<file path="src/rtl/xpt_pkg.sv">
package xpt_pkg;

    // Kind of load presented to the latch entries in a given cycle
    typedef enum logic [1:0] {
        LD_NONE = 2'd0,
        LD_FULL = 2'd1,
        LD_ONE  = 2'd2
    } load_e;

    // Control group width for a given select width: select + gain + enable
    function automatic int group_width(input int sel_w);
        return sel_w + 2;
    endfunction

endpackage

</file>
<file path="src/rtl/xpt_entry.sv">
module xpt_entry
    import xpt_pkg::*;
#(
    parameter int SEL_W   = 5,
    parameter int OADDR_W = 4,
    parameter int IDX     = 0
) (
    input  logic               clk,
    input  logic               rst,
    input  load_e              ld_kind,
    input  logic [OADDR_W-1:0] one_addr,
    input  logic [SEL_W+1:0]   full_grp,
    input  logic [SEL_W+1:0]   one_grp,
    output logic [SEL_W-1:0]   sel,
    output logic               gain,
    output logic               en
);
    localparam logic [OADDR_W-1:0] MY_ADDR = OADDR_W'(IDX);

    logic take_full;
    logic take_one;
    logic [SEL_W+1:0] next_grp;

    assign take_full = (ld_kind == LD_FULL);
    assign take_one  = (ld_kind == LD_ONE) && (one_addr == MY_ADDR);
    assign next_grp  = take_full ? full_grp : one_grp;

    // Enable flop: the only state reset touches
    always_ff @(posedge clk) begin
        if (rst) begin
            en <= 1'b0;
        end else if (take_full || take_one) begin
            en <= next_grp[SEL_W+1];
        end
    end

    // Routing flops: no reset, so routing survives it
    always_ff @(posedge clk) begin
        if (!rst && (take_full || take_one)) begin
            gain <= next_grp[SEL_W];
            sel  <= next_grp[SEL_W-1:0];
        end
    end

    // reset turns the output off and keeps routing
    assert_rst_clear_R5: assert property (@(posedge clk) rst |=> !en);
    assert_rst_keep_R5: assert property (@(posedge clk)
        rst |=> ($stable(sel) && $stable(gain)));

    // without a load nothing moves
    assert_idle_hold_R6: assert property (@(posedge clk) disable iff (rst)
        (!take_full && !take_one) |=> $stable({en, gain, sel}));

    // full image group lands in this entry
    assert_full_load_R1: assert property (@(posedge clk) disable iff (rst)
        take_full |=> ({en, gain, sel} == $past(full_grp)));

    // addressed single word lands in this entry
    assert_one_load_R2: assert property (@(posedge clk) disable iff (rst)
        take_one |=> ({en, gain, sel} == $past(one_grp)));

endmodule

</file>
<file path="src/rtl/xpt_decode.sv">
module xpt_decode #(
    parameter int N_IN  = 32,
    parameter int SEL_W = 5
) (
    input  logic [SEL_W-1:0] sel,
    input  logic             en,
    output logic [N_IN-1:0]  row
);
    for (genvar i = 0; i < N_IN; i++) begin : g_line
        assign row[i] = en && (sel == SEL_W'(i));
    end
endmodule

</file>
<file path="src/rtl/xpt_latch_bank.sv">
module xpt_latch_bank
    import xpt_pkg::*;
#(
    parameter int N_OUT = 16,
    parameter int N_IN  = 32,
    localparam int SEL_W   = $clog2(N_IN),
    localparam int GRP_W   = group_width(SEL_W),
    localparam int OADDR_W = $clog2(N_OUT),
    localparam int IMG_W   = N_OUT * GRP_W,
    localparam int WORD_W  = OADDR_W + GRP_W
) (
    input  logic                    clk,
    input  logic                    rst,
    input  logic                    commit,
    input  logic                    full_mode,
    input  logic [IMG_W-1:0]        image,
    input  logic [WORD_W-1:0]       word,
    output logic [N_OUT*N_IN-1:0]   xbar_ctl,
    output logic [N_OUT-1:0]        gain_x2,
    output logic [N_OUT-1:0]        out_en
);
    load_e ld_kind;

    always_comb begin
        if (!commit)        ld_kind = LD_NONE;
        else if (full_mode) ld_kind = LD_FULL;
        else                ld_kind = LD_ONE;
    end

    for (genvar o = 0; o < N_OUT; o++) begin : g_out
        logic [SEL_W-1:0] sel_o;
        logic [N_IN-1:0]  row_o;

        xpt_entry #(
            .SEL_W  (SEL_W),
            .OADDR_W(OADDR_W),
            .IDX    (o)
        ) u_entry (
            .clk     (clk),
            .rst     (rst),
            .ld_kind (ld_kind),
            .one_addr(word[WORD_W-1:GRP_W]),
            .full_grp(image[o*GRP_W +: GRP_W]),
            .one_grp (word[GRP_W-1:0]),
            .sel     (sel_o),
            .gain    (gain_x2[o]),
            .en      (out_en[o])
        );

        xpt_decode #(
            .N_IN (N_IN),
            .SEL_W(SEL_W)
        ) u_dec (
            .sel(sel_o),
            .en (out_en[o]),
            .row(row_o)
        );

        assign xbar_ctl[o*N_IN +: N_IN] = row_o;

        // an enabled output drives exactly one line, a disabled one none
        assert_row_onehot_R3: assert property (@(posedge clk) disable iff (rst)
            $countones(row_o) == (out_en[o] ? 1 : 0));
    end

    // a commit colliding with reset leaves all outputs off
    assert_rst_wins_R8: assert property (@(posedge clk)
        (rst && commit) |=> (out_en == '0));

endmodule

</file>
<file path="config.mk">
export PLATFORM = sky130hd
export DESIGN_NAME = xpt_latch_bank
export DESIGN_NICKNAME = d
export VERILOG_FILES = /design/src/rtl/xpt_pkg.sv /design/src/rtl/xpt_entry.sv /design/src/rtl/xpt_decode.sv /design/src/rtl/xpt_latch_bank.sv
export SDC_FILE = /design/constraint.sdc
export NUM_CORES = 1
export LEC_CHECK = 0
export BUFFER_PORTS_ARGS = -buffer_cell sky130_fd_sc_hd__buf_2
export CORE_AREA = 2 2 259 261
export DETAILED_ROUTE_END_ITERATION = 8
export DIE_AREA = 0 0 261 263
export GPL_ROUTABILITY_DRIVEN = 1
export HOLD_SLACK_MARGIN = 0.05
export SLEW_MARGIN = 5
export SYNTH_ARGS = -nofsm -noshare
export SYNTH_HDL_FRONTEND = slang
export SYNTH_SLANG_ARGS = --single-unit
export TNS_END_PERCENT = 1
</file>
<file path="constraint.sdc">
create_clock -name clk -period 1.65 [get_ports clk]
set_input_delay 0.165 -clock clk [delete_from_list [all_inputs] [get_ports clk]]
set_output_delay 0.165 -clock clk [all_outputs]
set_load 0.05 [all_outputs]
</file>
==> run summary, run 1 <==
status -> finished with violations
violated checks -> negative setup slack
syn avg cell area -> 7.435 um^2
clock buffer depth -> 2
P&R area growth vs syn -> 99.43%
worst-path fanout max -> 5
die area -> 68640 um^2
reg2reg path depth -> 3
final wirelength -> 54700 um
CTS Buf Count -> 9
cell area power density -> 454.9 nW/um^2
IO buf count -> 670
vias in the first global route -> 11400
Final nets -> 2067
final worst slack -> -0.2301 ns
dpl hpwl -> 39180 um
FP Rows -> 94
register area share after synthesis -> 35.66%
Pre-antenna DRT Iters -> 5
share of cells above drive strength 1 -> 50.59%
# IOs -> 671
area leader, netlist -> edfxtp_1
clock latency on the worst-skew pair -> 0.38 ns
top-area cell type share of the netlist area -> 32.10%
Async SR Flop Fraction -> 0%
Initial Utilization -> 13.68%
Post-Place Worst Slack -> 0.04817 ns
slew margin rel. -> 48.13%
clk slew on worst S/H paths -> 0.08 ns
Mapped Area -> 8981 um^2
Synth Warn # -> 0
Util after Layout -> 27.29%
WL per Instance -> 19.44 um
routed via count -> 12040
ys flop type -> edfxtp_1
fmax -> 0.5319 GHz
post-synth net total -> 1335
max_cap viols -> 0
core outline area -> 65630 um^2
GRT Residual Overflow -> 0
Slowest-stage cell, CP -> edfxtp_1
Yosys cell types -> 29
final worst path period share -> 113.9%
DRC viols -> 0
Worst Tran Pin Value -> 0.7781 ns
Root Driver -> clkbuf_16
setup_tns -> -35.95 ns
Reg-to-Reg Start -> g_out[4].u_entry.en
peak supply drop -> 0.4651 mV
fin. max-slew vios -> 0
RSZ-0062 raised after global routing -> yes
WL met1 -> 21500 um
Worst Hold Class -> in2reg
final setup skew -> 0 ns
worst hold path depth -> 2
clock sink total -> 112
Post-synth top cells -> 507 x nor2_1, 96 x a21o_1, 96 x edfxtp_1, 77 x nand2_1, 58 x nand3_1
Crit path largest cell delay -> 0.45 ns
WS Path Type -> reg2out
largest net degree at the start of global routing -> 54
Fin. Hold Viols -> 0
worst reg2reg endpoint -> g_out[4].u_entry.en
crit path DAT -> 1.72 ns
DIE WIDTH -> 261 um
Reg2Reg Setup Slack -> 0.60 ns
Area contributors post-synth -> edfxtp_1 32%, nor2_1 21%, a21o_1 8.0%, dfxtp_1 3.6%, nand3_1 3.2%
critical-path cell list -> nor2b_2 -> nand3_2 -> nor2_1 -> buf_4
Hold EP -> g_out[0].u_entry.sel[4]
Required @ worst endpoint -> 1.48 ns
Die H -> 263 um
leakage power total -> 7.757 nW
DR top layer -> met5
FF+latch count, synth -> 112
CTS tree -> built
Post-synth EDFFs -> 96
placed inst area -> 13310 um^2
crit path time final -> 1.880 ns
initial antenna violation count -> 13
CP endpoint kind -> output port
synthesized instance count -> 1208
first-pass GRT wire length -> 73130 um
final non-filler cell area -> 17910 um^2
metal2 WL -> 27190 um
Bufs and invs on worst path -> 1
gr usage total -> 14.45%
vias per cell -> 4.278
Worst path depth -> 4
most common cell in the netlist -> nor2_1
Detailed Route Iter0 Violations -> 599
final weighted congestion in routability-driven placement -> 0.9085
final hold slack -> 0.08224 ns
Hold Crit Start -> image[4]
cell family with most CP delay -> simple AND/OR/NAND/NOR gates
crit path launch type -> register
Final Setup Violations -> 463
H-tree Lvls -> 3
post-route ant nets -> 0
Met3 Routed Length -> 3878 um
-- metrics by stage --
step	power [mW]	instances
after CTS	8.164	2796
after global placement	5.434	2680
final	8.147	2814
after detailed placement	5.449	2680
after global routing	8.525	2812
after floorplan	4.752	1208
-- how the worst max path moves through the flow --
stage | end | start | slack (ns)
CTS | xbar_ctl[51] | g_out[1].u_entry.sel[1] | -0.23
finish | xbar_ctl[365] | g_out[11].u_entry.sel[2] | -0.23
floorplan | xbar_ctl[401] | g_out[12].u_entry.sel[1] | -0.39
global route | xbar_ctl[52] | g_out[1].u_entry.sel[0] | -0.29
global placement | g_out[6].u_entry.sel[1] | word[10] | 0.06
detailed placement | g_out[7].u_entry.gain | word[10] | 0.05
-- repair_timing --
action / in CTS / in global routing
buffers inserted: 9 / 13
hold buffers: 91 / 0
pin swaps: 27 / 26
resized for setup: 711 / 424
hold endpoints to repair: 91 / 0
endpoints found under the setup margin: 510 / 512
-- worst register-to-register path: cells and delay by family (launching register included) --
family	cells	cell delay [ns]
buf+inv	1	0.17
flops	1	0.32
simple gates	2	0.42
-- placed cells by master, fill, tap and decap left out, types with 17 or more instances in the layout --
master	instances
nor2_2	58
nand2b_2	25
clkbuf_4	17
edfxtp_1	96
a21o_1	96
buf_2	162
dlygate4sd3_1	91
nand3_1	29
nor3_1	34
nor2_1	449
buf_6	356
buf_4	206
nand3_2	27
nor2b_2	29
nand2_1	69
-- flip-flops by register name, summed over array words and instances (netlist names) --
| register | flops |
|---|---|
| g_out.u_entry.sel | 80 |
| g_out.u_entry.gain | 16 |
| g_out.u_entry.en | 16 |
-- power by group --
| group | switching (mW) | leakage, nW | internal (mW) |
|---|---|---|---|
| Sequential | 0.174 | 0.999 | 3.28 |
| Combinational | 1.47 | 6.62 | 0.914 |
| Clock | 1.23 | 0.139 | 1.09 |
| Total | 2.87 | 7.76 | 5.28 |
-- cell type report --
class	instances	area, um^2
Tap cell	864	1081
Multi-Input combinational cell	973	5675
Fill cell	6802	47720
Clock inverter	6	51.30
Antenna cell	5	12.51
Sequential cell	112	3207
Clock buffer	10	239.0
Timing Repair Buffer	844	7645
-- cell families after synthesis --
family | after synthesis | share of synthesized area, %
buffers and inverters | 123 | 8.206
AO/OA/AOI/OAI | 128 | 10.48
flip-flops | 112 | 35.66
AND/OR/NAND/NOR | 845 | 45.65
-- routing by layer --
metal | GRT usage [%] | vias up
met2 | 25.46 | 655
met5 | 0 | -
li1 | - | 5468
met1 | 16.68 | 5772
met3 | 3.659 | 134
met4 | 5.421 | 10
(Power assumes the default switching activity.)
==> run 2, diff against run 1 <==
--- a/config.mk
+++ b/config.mk
@@ -6,11 +6,12 @@
 export NUM_CORES = 1
 export LEC_CHECK = 0
 export BUFFER_PORTS_ARGS = -buffer_cell sky130_fd_sc_hd__buf_2
-export CORE_AREA = 2 2 259 261
+export CORE_AREA = 2 2 260 262
 export DETAILED_ROUTE_END_ITERATION = 8
-export DIE_AREA = 0 0 261 263
+export DIE_AREA = 0 0 262 264
 export GPL_ROUTABILITY_DRIVEN = 1
-export HOLD_SLACK_MARGIN = 0.05
+export GPL_TIMING_DRIVEN = 0
+export HOLD_SLACK_MARGIN = 0.02
 export SLEW_MARGIN = 5
 export SYNTH_ARGS = -nofsm -noshare
 export SYNTH_HDL_FRONTEND = slang
==> run 2 against run 1 <==
Net effect: clock skew stayed put; critical path depth grew 1; sequential power increased by 1%; hold slack worse by 0.023 ns; utilization is 0.074 points lower; cell count up 1.8%; global-route usage grew 0.62 points; clock power is 14% higher; total power grew 4.6%; non-clock buffer count increased by 37; the flow still finishes with violations (negative setup slack).
==> run summary, run 2 (same netlist as run 1, synthesis figures left out) <==
Detailed Route Iter0 Violations -> 624 (was 599)
DRC viols -> 0 (unchanged)
Largest register FFs -> 80 (unchanged)
Hold EP -> g_out[1].u_entry.gain (was g_out[0].u_entry.sel[4])
vias in the first global route -> 11170 (was 11400)
Required @ worst endpoint -> 1.48 ns (about the same)
die area -> 69170 um^2 (was 68640 um^2)
WL per Instance -> 20.27 um (was 19.44 um)
P&R area growth vs syn -> 101.7% (was 99.43%)
fin. max-slew vios -> 0 (unchanged)
crit path time final -> 1.998 ns (was 1.880 ns)
Worst Tran Pin Value -> 0.8262 ns (was 0.7781 ns)
worst reg2reg endpoint -> g_out[15].u_entry.en (was g_out[4].u_entry.en)
core outline area -> 66560 um^2 (was 65630 um^2)
routed via count -> 12230 (was 12040)
internal power -> 5.520 mW (was 5.281 mW)
Worst Hold Class -> in2reg (unchanged)
combinational power share -> 28.0% (was 29.2%)
RSZ-0062 raised after global routing -> yes (unchanged)
crit path launch type -> register (unchanged)
worst-path fanout max -> 7 (was 5)
H-tree Lvls -> 3 (unchanged)
Root Driver -> clkbuf_16 (unchanged)
CTS Buf Count -> 9 (unchanged)
Final Setup Violations -> 501 (was 463)
clk slew on worst S/H paths -> 0.09 ns (was 0.08 ns)
busiest metal layer after global routing -> met2 (unchanged)
Largest Register -> g_out.u_entry.sel (unchanged)
Fin. Hold Viols -> 0 (unchanged)
CP endpoint kind -> output port (unchanged)
violated checks -> negative setup slack (unchanged)
Reg-to-Reg Start -> g_out[15].u_entry.en (was g_out[4].u_entry.en)
GRT Residual Overflow -> 0 (unchanged)
final non-filler cell area -> 18120 um^2 (was 17910 um^2)
# IOs -> 671 (unchanged)
final setup skew -> 0 ns (unchanged)
IO buf count -> 668 (was 670)
peak supply drop -> 0.4805 mV (was 0.4651 mV)
final worst path period share -> 121.1% (was 113.9%)
power share of the clock group -> 31.0% (was 28.4%)
most common cell after layout, fill and taps aside -> nor2_1 (unchanged)
Sw Ratio -> 35.19% (was 35.18%)
vias per cell -> 4.269 (was 4.278)
biggest regs -> g_out.u_entry.sel (80), g_out.u_entry.en (16), g_out.u_entry.gain (16) (unchanged)
sequential share of power -> 41.0% (was 42.3%)
Util after Layout -> 27.22% (was 27.29%)
Hold Crit Start -> image[12] (was image[4])
Sw Pwr -> 2.998 mW (was 2.866 mW)
slew margin rel. -> 44.92% (was 48.13%)
worst hold path depth -> 2 (unchanged)
Final Power -> 8.518 mW (was 8.147 mW)
dpl hpwl -> 41420 um (was 39180 um)
Final nets -> 2104 (was 2067)
largest net degree at the start of global routing -> 19 (was 54)
WS Path Type -> reg2out (unchanged)
max_cap viols -> 0 (unchanged)
clock latency on the worst-skew pair -> 0.39 ns (was 0.38 ns)
final hold slack -> 0.05966 ns (was 0.08224 ns)
initial antenna violation count -> 21 (was 13)
met1 usage in global routing -> 17.47% (was 16.68%)
Reg2Reg Setup Slack -> 0.66 ns (was 0.60 ns)
status -> finished with violations (unchanged)
cell area power density -> 470.2 nW/um^2 (was 454.9 nW/um^2)
DIE WIDTH -> 262 um (was 261 um)
M3 GR Usage -> 3.195% (was 3.659%)
Initial Utilization -> 13.49% (was 13.68%)
leakage power total -> 7.898 nW (was 7.757 nW)
gr usage total -> 15.08% (was 14.45%)
share of cells above drive strength 1 -> 51.56% (was 50.59%)
clock sink total -> 112 (unchanged)
Die H -> 264 um (was 263 um)
setup_tns -> -59.51 ns (was -35.95 ns)
clock buffer depth -> 2 (unchanged)
placed inst area -> 13420 um^2 (was 13310 um^2)
final wirelength -> 58070 um (was 54700 um)
final worst slack -> -0.3484 ns (was -0.2301 ns)
most frequent cells in the layout -> 433 x nor2_1, 365 x buf_6, 180 x buf_2 (was 449 x nor2_1, 356 x buf_6, 206 x buf_4)
crit path DAT -> 1.83 ns (was 1.72 ns)
final weighted congestion in routability-driven placement -> 0.8717 (was 0.9085)
FP Rows -> 95 (was 94)
routing usage on met2 -> 26.77% (was 25.46%)
first-pass GRT wire length -> 75090 um (was 73130 um)
reg2reg path depth -> 3 (unchanged)
post-route ant nets -> 0 (unchanged)
CTS tree -> built (unchanged)
fmax -> 0.5004 GHz (was 0.5319 GHz)
Pre-antenna DRT Iters -> 5 (unchanged)
[run 2: timing repair]
action | CTS | global route
buffers inserted | 7 | 13
pin swaps | 18 | 28
hold buffers | 75 | 0
endpoints found under the setup margin | 513 | 512
hold endpoints to repair | 75 | 0
gates resized for setup | 756 | 512
[run 2: final cells by class]
| class | instances | area [um^2] |
|---|---|---|
| clock inverter | 7 | 93.84 |
| fill | 6885 | 48450 |
| timing repair buffer | 763 | 6887 |
| tap | 873 | 1092 |
| multi-input combinational | 973 | 5652 |
| antenna | 9 | 22.52 |
| sequential | 112 | 3251 |
| clock buffer | 9 | 225.2 |
| buffer | 118 | 894.6 |
[run 2: critical path, stage by stage (launching register included)]
cell and delay, ns:
edfxtp_1 0.45, clkbuf_8 0.18, nand4b_1 0.28, buf_4 0.22, nor2_2 0.13, buf_6 0.17
[run 2: power groups by stage]
| stage | Clock (mW) | Combinational (mW) | Sequential [mW] |
|---|---|---|---|
| 4_1_cts | 2.81 | 2.26 | 3.47 |
| 6_report | 2.64 | 2.39 | 3.49 |
| 3_3_place_gp | 0 | 1.97 | 3.52 |
| 3_5_place_dp | 0 | 1.98 | 3.53 |
| 2_1_floorplan | 0 | 1.30 | 3.45 |
| 5_1_grt | 2.87 | 2.53 | 3.52 |
[run 2: worst max-delay path by stage]
stage	start	to	slack, ns
after global placement	commit	g_out[0].u_entry.gain	-0.36
after global routing	g_out[4].u_entry.sel[3]	xbar_ctl[128]	-0.42
after detailed placement	commit	g_out[0].u_entry.gain	-0.37
after floorplan	g_out[12].u_entry.sel[1]	xbar_ctl[401]	-0.39
after CTS	g_out[15].u_entry.sel[1]	xbar_ctl[489]	-0.31
final	g_out[1].u_entry.sel[0]	xbar_ctl[54]	-0.35
[run 2: per-layer routing]
metal	share of wire, %	vias up	routed length [um]
li1	-	5548	-
met1	39	5884	22840
met2	49	669	28740
met3	7.3	110	4256
met4	3.7	14	2149
met5	0.15	-	86
[run 2: stage by stage]
step / std cells / setup slack [ns]
floorplan: 1208 / -0.3933
global placement: 2749 / -0.3569
detailed placement: 2749 / -0.3747
CTS: 2842 / -0.3067
global route: 2862 / -0.4195
finish: 2864 / -0.3484
==> run 3, diff against run 2 <==
--- a/config.mk
+++ b/config.mk
@@ -7,6 +7,7 @@
 export LEC_CHECK = 0
 export BUFFER_PORTS_ARGS = -buffer_cell sky130_fd_sc_hd__buf_2
 export CORE_AREA = 2 2 260 262
+export CTS_BUF_LIST = sky130_fd_sc_hd__clkbuf_8 sky130_fd_sc_hd__clkbuf_16
 export DETAILED_ROUTE_END_ITERATION = 8
 export DIE_AREA = 0 0 262 264
 export GPL_ROUTABILITY_DRIVEN = 1
==> constraint.sdc (replaced) <==
create_clock -name clk -period 1.95 [get_ports clk]
set_input_delay 0.195 -clock clk [delete_from_list [all_inputs] [get_ports clk]]
set_output_delay 0.195 -clock clk [all_outputs]
set_load 0.05 [all_outputs]
==> run 3 against run 2 <==
Net effect: the run still ends with negative setup slack left; setup slack improved by 0.32 ns; cell count decreased by 3.0%; die area unchanged; hold slack improved by 0.0094 ns; critical path depth decreased by 1; combinational power decreased by 28%; utilization decreased by 4.7 points.
==> run summary, run 3 (same netlist as run 1, synthesis figures left out) <==
Fin. Hold Viols -> 0 (unchanged)
H-tree Lvls -> 3 (unchanged)
gr usage total -> 14.06% (was 15.08%)
final worst slack -> -0.02635 ns (was -0.3484 ns)
met1 usage in global routing -> 16.24% (was 17.47%)
final worst path period share -> 101.4%
fmax -> 0.5060 GHz
Post-Place Worst Slack -> -0.1047 ns (was -0.3747 ns)
peak supply drop -> 0.4054 mV (was 0.4805 mV)
setup_tns -> -0.04200 ns (was -59.51 ns)
Final Setup Violations -> 4 (was 501)
Slowest-stage cell, CP -> edfxtp_1 (unchanged)
final weighted congestion in routability-driven placement -> 0.8717 (unchanged)
Worst Hold Class -> in2reg (unchanged)
cell family with most CP delay -> simple AND/OR/NAND/NOR gates (was buffers and inverters)
clock sink total -> 112 (unchanged)
Fillers -> 7380 (was 6885)
Detailed Route Iter0 Violations -> 599 (was 624)
first-pass GRT wire length -> 68990 um (was 75090 um)
WS Path Type -> reg2out (unchanged)
Bufs and invs on worst path -> 2 (was 3)
# IOs -> 671 (unchanged)
Pre-antenna DRT Iters -> 5 (unchanged)
WL per Instance -> 18.97 um (was 20.27 um)
CTS Buf Count -> 9 (unchanged)
status -> finished with violations (unchanged)
P&R area growth vs syn -> 67.15% (was 101.7%)
clk slew on worst S/H paths -> 0.09 ns (about the same)
Crit path top cell by count -> buf_6
RSZ-0062 raised after global routing -> yes (unchanged)
final setup skew -> 0 ns (unchanged)
vias in the first global route -> 9999 (was 11170)
crit path launch type -> register (unchanged)
Worst Tran Pin Value -> 0.8377 ns (was 0.8262 ns)
most common cell after layout, fill and taps aside -> nor2_1 (unchanged)
most frequent cells in the layout -> 500 x nor2_1, 406 x buf_2, 177 x buf_4 (was 433 x nor2_1, 365 x buf_6, 180 x buf_2)
routing usage on met2 -> 25.16% (was 26.77%)
core outline area -> 66560 um^2 (unchanged)
Final nets -> 2021 (was 2104)
clock buffer depth -> 2 (unchanged)
slew margin rel. -> 44.15% (was 44.92%)
busiest metal layer after global routing -> met2 (unchanged)
crit path time final -> 1.976 ns
routed via count -> 11320 (was 12230)
crit path DAT -> 1.78 ns (was 1.83 ns)
post-route ant nets -> 0 (unchanged)
max_cap viols -> 0 (unchanged)
fin. max-slew vios -> 0 (unchanged)
dpl hpwl -> 41420 um (unchanged)
cell area power density -> 459.1 nW/um^2 (was 470.2 nW/um^2)
IO buf count -> 668 (unchanged)
critical-path cell list -> buf_6 -> nand4b_1 -> nor3_2 -> buf_6 (was clkbuf_8 -> nand4b_1 -> buf_4 -> nor2_2 -> buf_6)
leakage power total -> 7.158 nW (was 7.898 nW)
share of cells above drive strength 1 -> 46.92% (was 51.56%)
DRC viols -> 0 (unchanged)
vias per cell -> 4.073 (was 4.269)
DIE WIDTH -> 262 um (unchanged)
CP endpoint kind -> output port (unchanged)
Initial Utilization -> 13.49% (unchanged)
Crit path largest cell delay -> 0.45 ns (about the same)
FP Rows -> 95 (unchanged)
initial antenna violation count -> 18 (was 21)
Die H -> 264 um (unchanged)
Root Driver -> clkbuf_16 (unchanged)
biggest regs -> g_out.u_entry.sel (80), g_out.u_entry.en (16), g_out.u_entry.gain (16) (unchanged)
final wirelength -> 52710 um (was 58070 um)
Largest register FFs -> 80 (unchanged)
worst-path fanout max -> 10 (was 7)
M3 GR Usage -> 3.032% (was 3.195%)
die area -> 69170 um^2 (unchanged)
largest net degree at the start of global routing -> 19 (unchanged)
GRT Residual Overflow -> 0 (unchanged)
violated checks -> negative setup slack (unchanged)
Largest Register -> g_out.u_entry.sel (unchanged)
clock latency on the worst-skew pair -> 0.39 ns (about the same)
Required @ worst endpoint -> 1.75 ns (was 1.48 ns)
CTS tree -> built (unchanged)
==> run 3: cell count changes in the layout (fill, tap and decap cells not counted), sizes merged <==
cell	before	now
buf	718	648
clkbuf	97	157
diode	9	7
dlygate4sd3	75	2
==> run 3: repair_timing <==
item,in CTS,in global routing
hold endpoints to repair,2,0
setup endpoints to repair,388,342
hold buffers,2,0
pin swaps,2,2
gates resized for setup,221,280
setup buffers,2,4
==> run 3: cell type report <==
| type | count | area [um^2] | share of cell area (%) |
|---|---|---|---|
| antenna | 7 | 17.52 | 0.1167 |
| multi-input combinational | 973 | 5259 | 35.03 |
| timing repair buffer | 676 | 4299 | 28.64 |
| buffer | 122 | 789.5 | 5.259 |
| tap | 873 | 1092 | 7.276 |
| clock buffer | 9 | 225.2 | 1.500 |
| sequential | 112 | 3236 | 21.55 |
| clock inverter | 7 | 93.84 | 0.6251 |
==> run 3: worst reg2reg max path, stage by stage (launching register included) <==
cell and delay [ns]:
dfxtp_2 0.46, o22ai_1 0.17, nor4b_4 0.25
==> run 3: per-layer routing <==
layer  wire length, um  vias up
met2             26120      532
li1                  -     5372
met5                84        -
met4              1740       14
met1             21320     5314
met3              3440       86
==> run 3: worst paths after layout <==
path                           start                        to  slack, ns  cells past startpoint
max          g_out[1].u_entry.sel[0]              xbar_ctl[50]      -0.03                      4
min                        image[91]  g_out[13].u_entry.sel[0]       0.07                      2
min reg2reg      g_out[8].u_entry.en       g_out[8].u_entry.en       0.68                      2
max reg2reg     g_out[11].u_entry.en      g_out[11].u_entry.en       0.99                      2
==> run 3: through the flow <==
stage | utilization, % | hold WS [ns] | instance area (um^2) | power (mW) | std cells
finish | 22.55 | 0.06906 | 15010 | 6.892 | 2779
CTS | 21.53 | 0.02032 | 14330 | 7.031 | 2769
detailed placement | 20.16 | 0.4677 | 13420 | 4.663 | 2749
global placement | 20.16 | 0.4641 | 13420 | 4.648 | 2749
floorplan | - | 0.3802 | 8986 | 4.021 | 1208
global route | 22.53 | 0.03581 | 15000 | 7.244 | 2774
==> run 3: report_power, final <==
| part | switching, mW | internal [mW] | leakage (nW) | total (mW) |
|---|---|---|---|---|
| Sequential | 0.169 | 2.77 | 1.01 | 2.94 |
| Combinational | 1.15 | 0.580 | 6.00 | 1.73 |
| Clock | 1.08 | 1.13 | 0.155 | 2.22 |
| Total | 2.41 | 4.49 | 7.16 | 6.89 |
